File: config.mk
export PLATFORM = sky130hd
export DESIGN_NAME = dual_down_timer
export DESIGN_NICKNAME = d
export VERILOG_FILES = /design/src/rtl/dual_timer_pkg.sv /design/src/rtl/dt_tick_gen.sv /design/src/rtl/dt_counter.sv /design/src/rtl/dual_down_timer.sv
export SDC_FILE = /design/constraint.sdc
export NUM_CORES = 1
export LEC_CHECK = 0
export BUFFER_PORTS_ARGS = -buffer_cell sky130_fd_sc_hd__buf_2
export CORE_ASPECT_RATIO = 2
export CORE_UTILIZATION = 55
export CTS_CLUSTER_SIZE = 8
export DETAILED_ROUTE_END_ITERATION = 8
export GPL_TIMING_DRIVEN = 0
export PLACE_DENSITY = 0.76
export SKIP_CTS_REPAIR_TIMING = 1
export SLEW_MARGIN = 10
export SYNTH_ARGS = -nofsm -noshare
export SYNTH_HDL_FRONTEND = slang
export SYNTH_HIERARCHICAL = 1
export SYNTH_SLANG_ARGS = --single-unit
File: constraint.sdc
create_clock -name clk -period 4.05 [get_ports clk]
set_input_delay 0.81 -clock clk [delete_from_list [all_inputs] [get_ports clk]]
set_output_delay 0.81 -clock clk [all_outputs]
set_load 0.02 [all_outputs]
File: src/rtl/dual_timer_pkg.sv
package dual_timer_pkg;

    localparam int NUM_TMR  = 2;
    localparam int ADDR_W   = 5;
    localparam int DATA_W   = 32;
    localparam int SHIFT_W  = 3;

    localparam logic [ADDR_W-1:0] OFF_CTRL   = 5'h00;
    localparam logic [ADDR_W-1:0] OFF_STATUS = 5'h04;
    localparam logic [ADDR_W-1:0] OFF_BANK   = 5'h10;
    localparam int               BANK_STRIDE = 8;
    localparam int               VAL_SKEW    = 4;

    localparam int EN_BIT0    = 0;
    localparam int REF_BIT0   = 11;
    localparam int SHIFT_LO0  = 19;
    localparam int EVT_STRIDE = 8;

    localparam logic [DATA_W-1:0] CTRL_MASK = 32'h01F8_180F;

    typedef enum logic [1:0] {
        TS_IDLE = 2'd0,
        TS_RUN  = 2'd1,
        TS_HELD = 2'd2
    } tmr_state_e;

endpackage

File: src/rtl/dt_tick_gen.sv
module dt_tick_gen #(
    parameter int SHIFT_W = 3
) (
    input  logic               clk,
    input  logic               rst_n,
    input  logic               run,
    input  logic               restart,
    input  logic               use_ref,
    input  logic               ref_tick,
    input  logic [SHIFT_W-1:0] shift,
    output logic               tick
);
    localparam int PH_W = 1 << SHIFT_W;

    logic [PH_W-1:0] phase;
    logic [PH_W-1:0] mask;

    assign mask = (PH_W'(1) << shift) - PH_W'(1);

    always_ff @(posedge clk) begin
        if (!rst_n || !run || restart) phase <= '0;
        else                           phase <= phase + PH_W'(1);
    end

    always_comb begin
        if (!run || restart) tick = 1'b0;
        else if (use_ref)    tick = ref_tick;
        else                 tick = ((phase & mask) == mask);
    end
endmodule

File: src/rtl/dt_counter.sv
module dt_counter
    import dual_timer_pkg::*;
#(
    parameter int W = 32
) (
    input  logic         clk,
    input  logic         rst_n,
    input  logic         enable,
    input  logic         reload_en,
    input  logic         tick,
    input  logic         load,
    input  logic [W-1:0] load_val,
    input  logic [W-1:0] reload_val,
    output logic [W-1:0] value,
    output logic         fire,
    output tmr_state_e   state
);
    tmr_state_e   nstate;
    logic [W-1:0] nvalue;

    always_comb begin
        fire = !load && enable && (state != TS_HELD) && tick && (value == '0);
    end

    always_comb begin
        nstate = state;
        nvalue = value;
        if (load) begin
            nvalue = load_val;
            nstate = enable ? TS_RUN : TS_IDLE;
        end else if (!enable) begin
            nstate = TS_IDLE;
        end else begin
            unique case (state)
                TS_IDLE, TS_RUN: begin
                    nstate = TS_RUN;
                    if (fire) begin
                        if (reload_en) nvalue = reload_val;
                        else           nstate = TS_HELD;
                    end else if (tick) begin
                        nvalue = value - W'(1);
                    end
                end
                TS_HELD: nstate = TS_HELD;
                default: nstate = TS_IDLE;
            endcase
        end
    end

    always_ff @(posedge clk) begin
        if (!rst_n) begin
            state <= TS_IDLE;
            value <= '0;
        end else begin
            state <= nstate;
            value <= nvalue;
        end
    end
endmodule

File: src/rtl/dual_down_timer.sv
module dual_down_timer
    import dual_timer_pkg::*;
(
    input  logic              clk,
    input  logic              rst_n,
    input  logic              ref_tick,
    input  logic [ADDR_W-1:0] bus_addr,
    input  logic              bus_wr,
    input  logic [DATA_W-1:0] bus_wdata,
    input  logic              bus_rd,
    output logic [DATA_W-1:0] bus_rdata,
    output logic [NUM_TMR-1:0] irq
);
    logic [DATA_W-1:0]                ctrl;
    logic [NUM_TMR-1:0][DATA_W-1:0]   reload_q;
    logic [NUM_TMR-1:0][DATA_W-1:0]   val_w;
    logic [NUM_TMR-1:0]               evt_q;
    logic [NUM_TMR-1:0]               fire_w;
    logic [NUM_TMR-1:0]               tick_w;
    logic [NUM_TMR-1:0]               load_w;
    logic [NUM_TMR-1:0]               en_w;
    logic [NUM_TMR-1:0]               rel_w;
    logic [NUM_TMR-1:0]               held_w;
    logic [DATA_W-1:0]                rd_mux;
    logic [DATA_W-1:0]                status_w;

    for (genvar i = 0; i < NUM_TMR; i++) begin : g_tmr
        localparam logic [ADDR_W-1:0] RL_OFF  = ADDR_W'(OFF_BANK + i*BANK_STRIDE);
        localparam logic [ADDR_W-1:0] VAL_OFF = ADDR_W'(OFF_BANK + i*BANK_STRIDE + VAL_SKEW);
        tmr_state_e st;

        assign en_w[i]   = ctrl[EN_BIT0 + 2*i];
        assign rel_w[i]  = ctrl[EN_BIT0 + 2*i + 1];
        assign load_w[i] = bus_wr && (bus_addr == VAL_OFF);
        assign held_w[i] = (st == TS_HELD);

        always_ff @(posedge clk) begin
            if (!rst_n) begin
                reload_q[i] <= '0;
                evt_q[i]    <= 1'b0;
            end else begin
                if (bus_wr && bus_addr == RL_OFF) reload_q[i] <= bus_wdata;
                if (fire_w[i])
                    evt_q[i] <= 1'b1;
                else if (bus_wr && bus_addr == OFF_STATUS && !bus_wdata[EVT_STRIDE*i])
                    evt_q[i] <= 1'b0;
            end
        end

        dt_tick_gen #(.SHIFT_W(SHIFT_W)) u_tick (
            .clk      (clk),
            .rst_n    (rst_n),
            .run      (en_w[i]),
            .restart  (load_w[i]),
            .use_ref  (ctrl[REF_BIT0 + i]),
            .ref_tick (ref_tick),
            .shift    (ctrl[SHIFT_LO0 + SHIFT_W*i +: SHIFT_W]),
            .tick     (tick_w[i])
        );

        dt_counter #(.W(DATA_W)) u_cnt (
            .clk        (clk),
            .rst_n      (rst_n),
            .enable     (en_w[i]),
            .reload_en  (rel_w[i]),
            .tick       (tick_w[i]),
            .load       (load_w[i]),
            .load_val   (bus_wdata),
            .reload_val (reload_q[i]),
            .value      (val_w[i]),
            .fire       (fire_w[i]),
            .state      (st)
        );
    end

    always_ff @(posedge clk) begin
        if (!rst_n)                              ctrl <= '0;
        else if (bus_wr && bus_addr == OFF_CTRL) ctrl <= bus_wdata & CTRL_MASK;
    end

    always_comb begin
        status_w = '0;
        for (int i = 0; i < NUM_TMR; i++) status_w[EVT_STRIDE*i] = evt_q[i];
    end

    always_comb begin
        rd_mux = '0;
        if (bus_addr == OFF_CTRL)   rd_mux = ctrl;
        if (bus_addr == OFF_STATUS) rd_mux = status_w;
        for (int i = 0; i < NUM_TMR; i++) begin
            if (bus_addr == ADDR_W'(OFF_BANK + i*BANK_STRIDE))            rd_mux = reload_q[i];
            if (bus_addr == ADDR_W'(OFF_BANK + i*BANK_STRIDE + VAL_SKEW)) rd_mux = val_w[i];
        end
    end

    always_ff @(posedge clk) begin
        if (!rst_n)      bus_rdata <= '0;
        else if (bus_rd) bus_rdata <= rd_mux;
    end

    assign irq = evt_q;
endmodule

==> metrics <==
Crit Reg-Reg Startpoint ctrl[21]; Setup WS pre-CTS -1.28 ns; total grt overflow 0; CTS Buffer Depth 2; EDFF count, synth 0; CP Buf/Inv Count 5; total die area ~21000 µm²; Max stage delay on crit path ~0.34 ns; mapped cell area roughly 11000 µm²; Achievable Freq roughly 0.25 GHz; Die W 102 µm; total CTS buffers 17; Worst EP arrival 4.35 ns; layout cells sized above 1 between 10% and 20%; Async SR Flop Fraction 0%; failing checks design-rule violations; CTS sink count 192; Synth warnings 6; Max Cap Viol 0; fillers roughly 1900; crit path launch type input pin; WS Path Type input pin to register; initial antenna violation count 2; P&R area growth vs syn 12.8%; flop2flop setup slack 0.06 ns; Worst Setup EP g_tmr[1].u_cnt/value[12]; clock latency on the worst-skew pair between 0.4 and 0.5 ns; Crit-path slowest cell a211o_2; Syn Area/Cell between 8 and 9 µm²; core area just under 20000 µm²; crit-path max FO 10; cells on worst reg2reg path 13; Clk pin slew, worst setup/hold paths approximately 0.070 ns; CTS tree yes; hold_ws 0.476 ns; Chip Height approximately 200 µm; pin count of the biggest net entering global routing 17; CP Capture Type register; fin worst setup slack 0.0289 ns; Most used DFF post-synth dfxtp_1; I/O pins 76; cell row count 73; sequential share of the synthesized area between 30% and 40%; Diodes inserted 0; wire length per cell 26.8 µm; Reg2Reg Capture Point g_tmr[0].u_cnt/value[28]; Pwr Density ~330 nW/µm²; Mapped Nets around 1400; Hold Violations, Final 0; Synth Instances between 1000 and 1500; WL final approximately 46000 µm; Via density 6.78; GRT Total Usage 45.1%; status finished with violations; Net count, final 1481; first-pass GRT wire length between 60000 and 70000 µm; count of different cell masters after synthesis 79; Port Buffers 72; Final Critical Period roughly 4.0 ns; via count around 12000; First-pass DRT Iterations 9; final setup fails 0; Slew @ Worst Pin 0.926 ns; final worst path period share between 90 and 100%; Largest delay share family, worst path compound AO/OA/AOI/OAI gates; Stages on worst setup path 17; routability cong. between 1 and 1.5; setup_tns 0 ns; Initial Utilization 55.7%; Setup crit start bus_addr[2]; DRC 2; H-Tree Level Count 4; worst min-delay path class register to register; Layout Skew ~0.0084 ns; vias in the first global route ~11000; P_leak 4.87 nW; Iter 0 DRT Violations 995; Slew Limit Fails 0; Peak VDD IR approximately 250 µV; root buffer cell clkbuf_16; Seq cells post-synth approximately 190; Detailed Place HPWL ~35000 µm; worst path required time 4.38 ns; DRT antenna net count 0; Cell Chain, Critical Path buf_2, nand2_1, nor3_1, buf_2, and3_4, nor2b_4, o21ai_0, a211o_2, o41ai_4, buf_4, and4b_4, nand4_4, a2bb2oi_1, clkbuf_4, clkbuf_4, o21ai_1, a21oi_1; Rel. slew slack between 30% and 40%
sequential cells by signal, summed over array words and instances, names as in the netlist:
signal and flops:
reload_q 64, g_tmr.u_cnt/state 4, irq 2, g_tmr.u_tick/phase 14, ctrl 12, g_tmr.u_cnt/value 64
bus_rdata 32
Yosys cell counts (7+ instances only):
library cell / instances / area share, %
o21ai_0: 75 / 3.4
a21oi_1: 77 / 3.5
xnor2_1: 26 / 2.1
or4_1: 14 / 0.95
or3_1: 12 / 0.68
nand4_1: 13 / 0.74
a32o_1: 9 / 0.82
a31oi_1: 28 / 1.6
nand3_1: 61 / 2.8
dfxtp_1: 192 / 35
nor2b_1: 19 / 1.1
nor2_1: 61 / 2.1
nand3b_1: 20 / 1.4
buf_6: 7 / 0.71
mux2i_1: 18 / 1.6
nand2b_1: 22 / 1.2
a221o_1: 14 / 1.3
nand2_1: 151 / 5.1
o21ai_1: 36 / 1.6
inv_1: 30 / 1.0
a22oi_1: 13 / 0.88
xor2_1: 18 / 1.4
a22o_1: 20 / 1.6
a21boi_0: 27 / 1.8
buf_2: 28 / 1.3
mux2_2: 32 / 3.3
mux4_2: 9 / 1.8
buf_1: 9 / 0.31
a211oi_1: 10 / 0.68
and3_1: 12 / 0.68
clkbuf_1: 58 / 2.0
o211ai_1: 28 / 1.9
nor4_1: 24 / 1.4
nor3_1: 38 / 1.7
cells in the final DEF (no fill, tap or decap), types with 18 or more instances in the layout:
cell type	instances
nand3b_1	20
nor2_1	61
o21ai_0	75
buf_2	95
a21boi_0	27
xor2_1	18
a31oi_1	28
dfxtp_1	191
o21ai_1	36
a21oi_1	75
nand2_1	151
o211ai_1	28
clkbuf_1	57
nand3_1	61
nand2b_1	22
nor4_1	22
nor3_1	37
mux2_2	32
a22o_1	20
inv_1	30
xnor2_1	26
mux2i_1	18
worst min path at each step:
| stage | from | to | slack [ns] | cells after the start |
|---|---|---|---|---|
| after floorplan | reload_q[37] | reload_q[37] | 0.44 | 2 |
| after global placement | reload_q[62] | reload_q[62] | 0.46 | 2 |
| after detailed placement | reload_q[61] | reload_q[61] | 0.47 | 2 |
| after CTS | reload_q[61] | reload_q[61] | 0.48 | 2 |
| after global routing | reload_q[61] | reload_q[61] | 0.50 | 2 |
| final | reload_q[61] | reload_q[61] | 0.48 | 2 |
worst reg2reg max path: cells and delay by family, from the launching register on:
| kind | cells | cell delay [ns] |
|---|---|---|
| AO/OA/AOI/OAI | 5 | 1.45 |
| AND/OR/NAND/NOR | 5 | 1.38 |
| flip-flops | 1 | 0.40 |
| buffers and inverters | 2 | 0.38 |
| adder cells (fa/ha/maj) | 1 | 0.27 |
power by group:
part | total [mW] | internal, mW | switching (mW)
combinational | 0.577 | 0.216 | 0.361
clock | 1.57 | 0.815 | 0.755
sequential | 1.93 | 1.91 | 0.0278
logic make-up after synthesis:
| logic type | Yosys count | synth area share [%] |
|---|---|---|
| AOI/OAI and AO/OA | 397 | 24.3 |
| xor gates and xnor gates | 44 | 3.49 |
| adders and majority gates | 6 | 0.679 |
| buffers and inverters | 141 | 5.75 |
| DFF | 192 | 34.8 |
| muxes | 59 | 6.73 |
| and+or+nand+nor | 494 | 24.2 |
area by class of cell:
| type | instances | area [µm²] | area share, % |
|---|---|---|---|
| tap | 262 | 328 | 2.63 |
| sequential | 192 | 3840 | 30.9 |
| inverter | 34 | 130 | 1.04 |
| clock inverter | 9 | 61.3 | 0.492 |
| timing repair buffer | 82 | 435 | 3.49 |
| multi-input combinational | 1002 | 6680 | 53.6 |
| buffer | 104 | 515 | 4.14 |
| clock buffer | 22 | 464 | 3.73 |
metal layers:
metal	vias to the layer above	share of wire [%]	track usage, %
met5	-	0.028	0
met4	2	11	40.9
met3	286	8.5	10.4
met2	755	48	73.8
met1	5384	33	46.6
li1	5146	-	-
through the flow:
step           util, %  cell area [µm²]  instances  power, mW
2_1_floorplan        -            11000       1333       2.33
3_3_place_gp      59.2            11700       1667       2.52
5_1_grt           62.9            12500       1707       4.19
6_report          62.9            12500       1707       4.08
3_5_place_dp      59.3            11700       1667       2.52
4_1_cts           61.9            12300       1698       4.06
No activity file was read; power rests on OpenSTA's default activity.
